--- src/rtl/fbx_pkg.sv ---
package fbx_pkg;
  localparam logic [1:0] SC_NONE = 2'd0;
  localparam logic [1:0] SC_X    = 2'd1;
  localparam logic [1:0] SC_XY   = 2'd2;

  typedef enum logic [1:0] {S_IDLE, S_CHECK, S_RUN} walkState_t;

  typedef struct packed {
    logic rdEn;
    logic accAdd;
    logic emit;
  } stepCtl_t;

  function automatic logic [5:0] zInterleave(input logic [2:0] cx, input logic [2:0] cy);
    return {cy[2], cx[2], cy[1], cx[1], cy[0], cx[0]};
  endfunction
endpackage

--- src/rtl/fbx_ctrl.sv ---
module fbx_ctrl
  import fbx_pkg::*;
#(
  parameter int DIM_W = 10,
  parameter int BPP_W = 3
) (
  input  logic             clk,
  input  logic             rstN,
  input  logic             start,
  input  logic [DIM_W-1:0] inWidth,
  input  logic [DIM_W-1:0] inHeight,
  input  logic [DIM_W-1:0] outWidth,
  input  logic [DIM_W-1:0] outHeight,
  input  logic [BPP_W-1:0] srcBpp,
  input  logic [BPP_W-1:0] dstBpp,
  input  logic             inLinear,
  input  logic             noSwizzle,
  input  logic             flipV,
  input  logic [1:0]       scaleMode,
  output logic [DIM_W-1:0] cInW,
  output logic [DIM_W-1:0] effW,
  output logic [DIM_W-1:0] effH,
  output logic [BPP_W-1:0] cSrcBpp,
  output logic [BPP_W-1:0] cDstBpp,
  output logic             cInLin,
  output logic             cNoSw,
  output logic             cFlip,
  output logic [1:0]       cScale,
  output logic [DIM_W-1:0] xPos,
  output logic [DIM_W-1:0] yPos,
  output logic [1:0]       phase,
  output stepCtl_t         step,
  output logic             busy,
  output logic             done,
  output logic             abort
);
  walkState_t state;
  logic [DIM_W-1:0] cInH, cOutW, cOutH;
  logic hShift, vShift, badCfg;
  logic [1:0] lastPh;

  assign hShift = (cScale != SC_NONE);
  assign vShift = (cScale == SC_XY);
  assign effW   = cOutW >> hShift;
  assign effH   = cOutH >> vShift;
  assign lastPh = vShift ? 2'd3 : (hShift ? 2'd1 : 2'd0);
  assign badCfg = (cScale > SC_XY) || (cInLin && cScale != SC_NONE) ||
                  (cInW == '0) || (cInH == '0) || (cOutW == '0) || (cOutH == '0);

  always_ff @(posedge clk) begin
    if (!rstN) begin
      state <= S_IDLE;
      cInW <= '0; cInH <= '0; cOutW <= '0; cOutH <= '0;
      cSrcBpp <= '0; cDstBpp <= '0;
      cInLin <= 1'b0; cNoSw <= 1'b0; cFlip <= 1'b0; cScale <= SC_NONE;
      xPos <= '0; yPos <= '0; phase <= '0;
      done <= 1'b0; abort <= 1'b0;
    end else begin
      done  <= 1'b0;
      abort <= 1'b0;
      case (state)
        S_IDLE: if (start) begin
          cInW <= inWidth; cInH <= inHeight; cOutW <= outWidth; cOutH <= outHeight;
          cSrcBpp <= srcBpp; cDstBpp <= dstBpp;
          cInLin <= inLinear; cNoSw <= noSwizzle; cFlip <= flipV; cScale <= scaleMode;
          state <= S_CHECK;
        end
        S_CHECK: begin
          xPos <= '0; yPos <= '0; phase <= '0;
          if (badCfg) begin
            abort <= 1'b1;
            state <= S_IDLE;
          end else if (effW == '0 || effH == '0) begin
            done  <= 1'b1;
            state <= S_IDLE;
          end else begin
            state <= S_RUN;
          end
        end
        S_RUN: begin
          if (phase != lastPh) begin
            phase <= phase + 2'd1;
          end else begin
            phase <= '0;
            if (xPos == effW - 1'b1) begin
              xPos <= '0;
              if (yPos == effH - 1'b1) begin
                done  <= 1'b1;
                state <= S_IDLE;
              end else begin
                yPos <= yPos + 1'b1;
              end
            end else begin
              xPos <= xPos + 1'b1;
            end
          end
        end
        default: state <= S_IDLE;
      endcase
    end
  end

  assign busy        = (state != S_IDLE);
  assign step.rdEn   = (state == S_RUN);
  assign step.emit   = (state == S_RUN) && (phase == lastPh);
  assign step.accAdd = (state == S_RUN) && (phase != lastPh);

  p_col_bound_r5: assert property (@(posedge clk) disable iff (!rstN)
    (state == S_RUN) |-> (xPos < effW && yPos < effH));
  p_done_single_r11: assert property (@(posedge clk) disable iff (!rstN)
    done |=> !done);
  p_abort_idle_r2: assert property (@(posedge clk) disable iff (!rstN)
    abort |-> !busy);
  p_excl_r4: assert property (@(posedge clk) disable iff (!rstN)
    !(done && abort));
  p_cfg_hold_r12: assert property (@(posedge clk) disable iff (!rstN)
    (busy && $past(busy)) |-> ($stable(cScale) && $stable(cInW) && $stable(cOutW)));
endmodule

--- src/rtl/fbx_datapath.sv ---
module fbx_datapath
  import fbx_pkg::*;
#(
  parameter int DIM_W  = 10,
  parameter int BPP_W  = 3,
  parameter int ADDR_W = 24,
  parameter int CH_W   = 8
) (
  input  logic                clk,
  input  logic                rstN,
  input  stepCtl_t            step,
  input  logic [DIM_W-1:0]    xPos,
  input  logic [DIM_W-1:0]    yPos,
  input  logic [1:0]          phase,
  input  logic [DIM_W-1:0]    cInW,
  input  logic [DIM_W-1:0]    effW,
  input  logic [DIM_W-1:0]    effH,
  input  logic [BPP_W-1:0]    cSrcBpp,
  input  logic [BPP_W-1:0]    cDstBpp,
  input  logic                cInLin,
  input  logic                cNoSw,
  input  logic                cFlip,
  input  logic [1:0]          cScale,
  input  logic [4*CH_W-1:0]   rdData,
  output logic                rdEn,
  output logic [ADDR_W-1:0]   rdAddr,
  output logic                wrValid,
  output logic [ADDR_W-1:0]   wrAddr,
  output logic [4*CH_W-1:0]   wrData
);
  localparam int ACC_W = CH_W + 2;

  logic hShift, vShift;
  logic [1:0] avgShift;
  logic [DIM_W:0] srcX, srcY;
  logic [DIM_W-1:0] dstY;
  logic [ADDR_W-1:0] srcBase;

  assign hShift   = (cScale != SC_NONE);
  assign vShift   = (cScale == SC_XY);
  assign avgShift = {1'b0, hShift} + {1'b0, vShift};
  assign srcX     = {1'b0, xPos} << hShift;
  assign srcY     = {1'b0, yPos} << vShift;
  assign dstY     = cFlip ? (effH - 1'b1 - yPos) : yPos;

  function automatic logic [ADDR_W-1:0] placeOff(input logic tiled,
      input logic [ADDR_W-1:0] px, input logic [ADDR_W-1:0] py,
      input logic [ADDR_W-1:0] rowW, input logic [ADDR_W-1:0] bpp);
    logic [ADDR_W-1:0] pos;
    if (tiled)
      pos = ((px >> 3) << 6) + ADDR_W'(zInterleave(px[2:0], py[2:0])) +
            (py & ~ADDR_W'(7)) * rowW;
    else
      pos = px + py * rowW;
    return pos * bpp;
  endfunction

  assign srcBase = placeOff(!cInLin, ADDR_W'(srcX), ADDR_W'(srcY),
                            ADDR_W'(cInW), ADDR_W'(cSrcBpp));
  assign rdAddr  = srcBase + ADDR_W'(phase) * ADDR_W'(cSrcBpp);
  assign wrAddr  = placeOff(cInLin ^ cNoSw, ADDR_W'(xPos), ADDR_W'(dstY),
                            ADDR_W'(effW), ADDR_W'(cDstBpp));
  assign rdEn    = step.rdEn;
  assign wrValid = step.emit;

  for (genvar c = 0; c < 4; c++) begin : g_chan
    logic [ACC_W-1:0] acc, sum;
    assign sum = acc + ACC_W'(rdData[c*CH_W +: CH_W]);
    assign wrData[c*CH_W +: CH_W] = CH_W'(sum >> avgShift);
    always_ff @(posedge clk) begin
      if (!rstN || step.emit) acc <= '0;
      else if (step.accAdd)   acc <= sum;
    end
  end

  p_emit_reads_r10: assert property (@(posedge clk) disable iff (!rstN)
    step.emit |-> step.rdEn);
  p_add_not_emit_r10: assert property (@(posedge clk) disable iff (!rstN)
    !(step.emit && step.accAdd));
endmodule

--- src/rtl/fbx_walker.sv ---
module fbx_walker
  import fbx_pkg::*;
#(
  parameter int DIM_W  = 10,
  parameter int BPP_W  = 3,
  parameter int ADDR_W = 24,
  parameter int CH_W   = 8
) (
  input  logic              clk,
  input  logic              rstN,
  input  logic              start,
  input  logic [DIM_W-1:0]  inWidth,
  input  logic [DIM_W-1:0]  inHeight,
  input  logic [DIM_W-1:0]  outWidth,
  input  logic [DIM_W-1:0]  outHeight,
  input  logic [BPP_W-1:0]  srcBpp,
  input  logic [BPP_W-1:0]  dstBpp,
  input  logic              inLinear,
  input  logic              noSwizzle,
  input  logic              flipV,
  input  logic [1:0]        scaleMode,
  output logic              busy,
  output logic              done,
  output logic              abort,
  output logic              rdEn,
  output logic [ADDR_W-1:0] rdAddr,
  input  logic [4*CH_W-1:0] rdData,
  output logic              wrValid,
  output logic [ADDR_W-1:0] wrAddr,
  output logic [4*CH_W-1:0] wrData
);
  stepCtl_t step;
  logic [DIM_W-1:0] cInW, effW, effH, xPos, yPos;
  logic [BPP_W-1:0] cSrcBpp, cDstBpp;
  logic cInLin, cNoSw, cFlip;
  logic [1:0] cScale, phase;

  fbx_ctrl #(.DIM_W(DIM_W), .BPP_W(BPP_W)) u_ctrl (
    .clk(clk), .rstN(rstN), .start(start),
    .inWidth(inWidth), .inHeight(inHeight), .outWidth(outWidth), .outHeight(outHeight),
    .srcBpp(srcBpp), .dstBpp(dstBpp), .inLinear(inLinear), .noSwizzle(noSwizzle),
    .flipV(flipV), .scaleMode(scaleMode),
    .cInW(cInW), .effW(effW), .effH(effH), .cSrcBpp(cSrcBpp), .cDstBpp(cDstBpp),
    .cInLin(cInLin), .cNoSw(cNoSw), .cFlip(cFlip), .cScale(cScale),
    .xPos(xPos), .yPos(yPos), .phase(phase), .step(step),
    .busy(busy), .done(done), .abort(abort)
  );

  fbx_datapath #(.DIM_W(DIM_W), .BPP_W(BPP_W), .ADDR_W(ADDR_W), .CH_W(CH_W)) u_dp (
    .clk(clk), .rstN(rstN), .step(step), .xPos(xPos), .yPos(yPos), .phase(phase),
    .cInW(cInW), .effW(effW), .effH(effH), .cSrcBpp(cSrcBpp), .cDstBpp(cDstBpp),
    .cInLin(cInLin), .cNoSw(cNoSw), .cFlip(cFlip), .cScale(cScale),
    .rdData(rdData), .rdEn(rdEn), .rdAddr(rdAddr),
    .wrValid(wrValid), .wrAddr(wrAddr), .wrData(wrData)
  );
endmodule

--- config.mk ---
export PLATFORM = sky130hd
export DESIGN_NAME = fbx_walker
export DESIGN_NICKNAME = d
export VERILOG_FILES = /design/src/rtl/fbx_pkg.sv /design/src/rtl/fbx_ctrl.sv /design/src/rtl/fbx_datapath.sv /design/src/rtl/fbx_walker.sv
export SDC_FILE = /design/constraint.sdc
export NUM_CORES = 2
export LEC_CHECK = 0
export ABC_CLOCK_PERIOD_IN_PS = 30600
export CAP_MARGIN = 25
export CORE_ASPECT_RATIO = 1.4
export CORE_MARGIN = 2
export CORE_UTILIZATION = 60
export CTS_CLUSTER_DIAMETER = 200
export DETAILED_ROUTE_END_ITERATION = 12
export DONT_BUFFER_PORTS = 1
export PLACE_DENSITY = 0.82
export SYNTH_ARGS = -nofsm -noshare
export SYNTH_HDL_FRONTEND = slang
export SYNTH_SLANG_ARGS = --single-unit
--- constraint.sdc ---
create_clock -name clk -period 30.6 [get_ports clk]
set_input_delay 0 -clock clk [delete_from_list [all_inputs] [get_ports clk]]
set_output_delay 0 -clock clk [all_outputs]
set_load 0.01 [all_outputs]
==> summary.md <==
* DP HPWL: 55.49 mm
* sum of overflow across all layers after global routing: 0
* areal power density over the cells: 23.60 mW/mm^2
* htree depth: 4
* async set or reset register ratio after synthesis: 0%
* clock latency on the worst-skew pair: 0.43 ns
* status: completed
* met3 routed WL: 3.851 mm
* die extent in x: 177.5 um
* met2 wire length: 36.33 mm
* Slew @ Worst Pin: 1.123 ns
* post-synthesis mux area share: 1.233%
* number of synthesized flops with an enable pin: 0
* WL met1: 24.46 mm
* post-synthesis cell type count: 72
* switching share of total power: 40.31%
* Sequential Power Share: 27.9%
* post-synthesis compound-gate area fraction: 16.45%
* maximum VDD drop: 0.00004027 V
* Seq cells post-synth: 117
* area share of the leading cell type in the synthesized netlist: 22.33%
* number of gates resized after cts: 0
* Synth Area in Adders: 38.77%
* antenna violation net count after detailed routing: 0
* slowest stage cell, crit path: xnor2_1
* hold crit path type: in2reg
* register clock-pin slew on the reported worst setup and hold paths: 0.06 ns
* area of the core: 0.04187 sq mm
* Finish-stage setup viols: 0
* hold violation count in the final report: 0
* Residual DRC: 0
* most repeated cell in the gate-level netlist after synthesis: inv_1
* Slew headroom: 24.65%
* number of vias in the routed layout: 22.62k
* number of maximum-capacitance violations: 0
* global routing usage summed across all routing layers: 32.45%
* IO Port Bufs: 0
* height of the chip: 246.9 um
* ratio of cells with drive above 1 in the final layout: 3.211%
* Yosys top cell by area: fa_1
* average routed wire per standard cell: 18.46 um
* wire length of the first global-routing pass: 114.7 mm
* clock period minus worst slack: 12.77 ns
* post-route total power: 0.0006357 W
* Critical Path Sink Type: output port
* top cells by area in the synthesized netlist: fa_1 22%, ha_1 16%, dfxtp_1 9.3%
* cts bufs inserted: 17
* Area Overhead vs Synth: 6.549%
* CP Data Required Time: 30.60 ns
* Longest Clk Path Bufs: 2
* number of placed I/O pins: 171
* unrepaired setup endpoints after global routing: false
* cell area after synthesis: 0.02528 sq mm
* setup total negative slack: 0 ns
* Post-Synthesis Mean Instance Area: 7.887 sq um
* DRT Wirelength: 69.33 mm
* post-synthesis simple-gate area fraction: 19.02%
* crit path kind: reg2out
* highest achievable clock rate: 0.07828 GHz
* arrival time of data at the critical path endpoint: 12.77 ns
* Via-to-Cell Ratio: 6.022
* drt first pass iters: 6
* number of global-route vias before repair: 23.77k
* Int Power: 0.0003794 W
* TritonCTS clock tree: yes
* clock tree skew after final layout: 0.009651 ns
* antenna violations before repair: 2
* final critical-path share of the clock period: 41.75%
* root buffer selected by CTS: clkbuf_16
* number of cells produced by synthesis: 3205
* fraction of the yosys area taken by sequential cells: 9.266%
* setup bufs post-CTS: 0
* top sig layer: met4
* routability-driven placement congestion ratio: 0.9765
* number of clock sinks seen by CTS: 117
* startpoint type of the worst setup path: flop
* top cells by count, synth: 497 x inv_1, 344 x nand2_1, 332 x ha_1
* violation count after the first detailed-routing iteration: 1638
* total number of nets in the final design: 3895
* area share of xor/xnor cells in the synthesized design: 6.128%
* largest driver fanout on the critical path: 53
* clock network fraction of design power: 32.4%
* slowest stage delay, CP: 0.79 ns
* total of warnings raised by yosys: 0
* main combinational cell family by area after synthesis: adder cells
* Synth Flop Type: dfxtp_1
* maximum number of pins on one net before global-route repair: 108
* P_sw: 0.0002563 W
* share of power burned in combinational logic: 39.7%
* Pins Over Slew Limit: 0
* Die Area: 0.04381 sq mm
* syn nets: 3905
* total leakage power: 13.88 nW
* number of standard-cell rows in the floorplan: 89
* Starting Density: 60.37%
## worst max-delay path, delay by kind of cell (launching register included)
kind                     cells  cell delay, ns
buffers and inverters        7            0.96
XOR/XNOR                     3            0.98
AO/OA/AOI/OAI               13            2.92
adder cells (fa/ha/maj)     10            4.16
flip-flops                   1            0.32
AND/OR/NAND/NOR             14            2.97
## cells by family after synthesis
| family | count (synthesis) |
|---|---|
| AO/OA/AOI/OAI | 644 |
| XOR/XNOR | 176 |
| adder cells (fa/ha/maj) | 614 |
| buffers and inverters | 610 |
| flip-flops | 117 |
| multiplexers | 30 |
| AND/OR/NAND/NOR | 1014 |
## power groups by stage
stage / clock (W) / combinational, W / sequential [W]
final: 0.000206 / 0.000252 / 0.000178
after global routing: 0.000215 / 0.000277 / 0.000179
after CTS: 0.000206 / 0.000245 / 0.000177
after detailed placement: 0 / 0.000235 / 0.000180
after global placement: 0 / 0.000228 / 0.000180
after floorplan: 0 / 0.000186 / 0.000168
## area by class of cell
cell class                 count  area (sq um)
fill                        3518         14940
antenna                        2         5.005
clock inverter                13         156.4
tap                          546         683.2
multi-input combinational   2478         20640
sequential                   117          2345
timing repair buffer          83         790.8
inverter                     498          1869
clock buffer                  19         442.9
## worst paths after layout
check	cells after the start	endpoint	startpoint	slack, ns
worst max register to register	14	u_ctrl.yPos[6]	u_ctrl.cScale[0]	25.04
worst min-delay path	3	u_ctrl.abort	rstN	0.008
worst max-delay path	47	wrAddr[21]	u_ctrl.cScale[1]	17.83
worst min register to register	2	u_ctrl.cInH[9]	u_ctrl.cInH[9]	0.46
## stage by stage
step	worst slack [ns]	hold WS (ns)	util, %	instance area, sq um	std cells
2_1_floorplan	19.16	0.1449	-	25280	3205
3_3_place_gp	18.68	0.1338	61.40	25710	3662
3_5_place_dp	18.35	0.1344	61.42	25720	3663
4_1_cts	17.86	0.001223	64.23	26890	3751
5_1_grt	16.91	0.02735	64.32	26930	3755
6_report	17.83	0.008369	64.32	26930	3756
## cells in the final DEF, fill, tap and decap left out, types with 49 or more instances in the layout
cell and instances:
nor2b_1 74, nand2_1 343, dlygate4sd3_1 55, a21o_1 51, xor2_1 50, nor2_1 244
a21oi_1 171, inv_1 497, ha_1 332, o21ai_0 122, nand2b_1 49, xnor2_1 124
a21boi_0 66, nand3_1 66, and2_1 72, dfxtp_1 115, fa_1 282
## state kept, by name (all words and copies together) (netlist names), 3 cells and up
register	flops
u_ctrl.cInW	10
u_ctrl.cInH	10
u_ctrl.cDstBpp	3
u_ctrl.cSrcBpp	3
u_ctrl.cOutH	10
u_ctrl.yPos	10
u_ctrl.xPos	10
u_ctrl.cOutW	10
u_dp.g_chan.acc	40
## what timing repair did
| item | CTS | global route |
|---|---|---|
| hold endpoints to repair | 117 | 0 |
| hold buffers | 56 | 0 |
| setup endpoints to repair | 0 | 0 |
## layer usage
| layer | vias up | GRT usage [%] |
|---|---|---|
| met5 | - | 0 |
| met4 | 0 | 19.48 |
| met3 | 334 | 4.490 |
| met2 | 856 | 61.18 |
| met1 | 10890 | 33.59 |
| li1 | 10540 | - |
(Power assumes the default switching activity.)
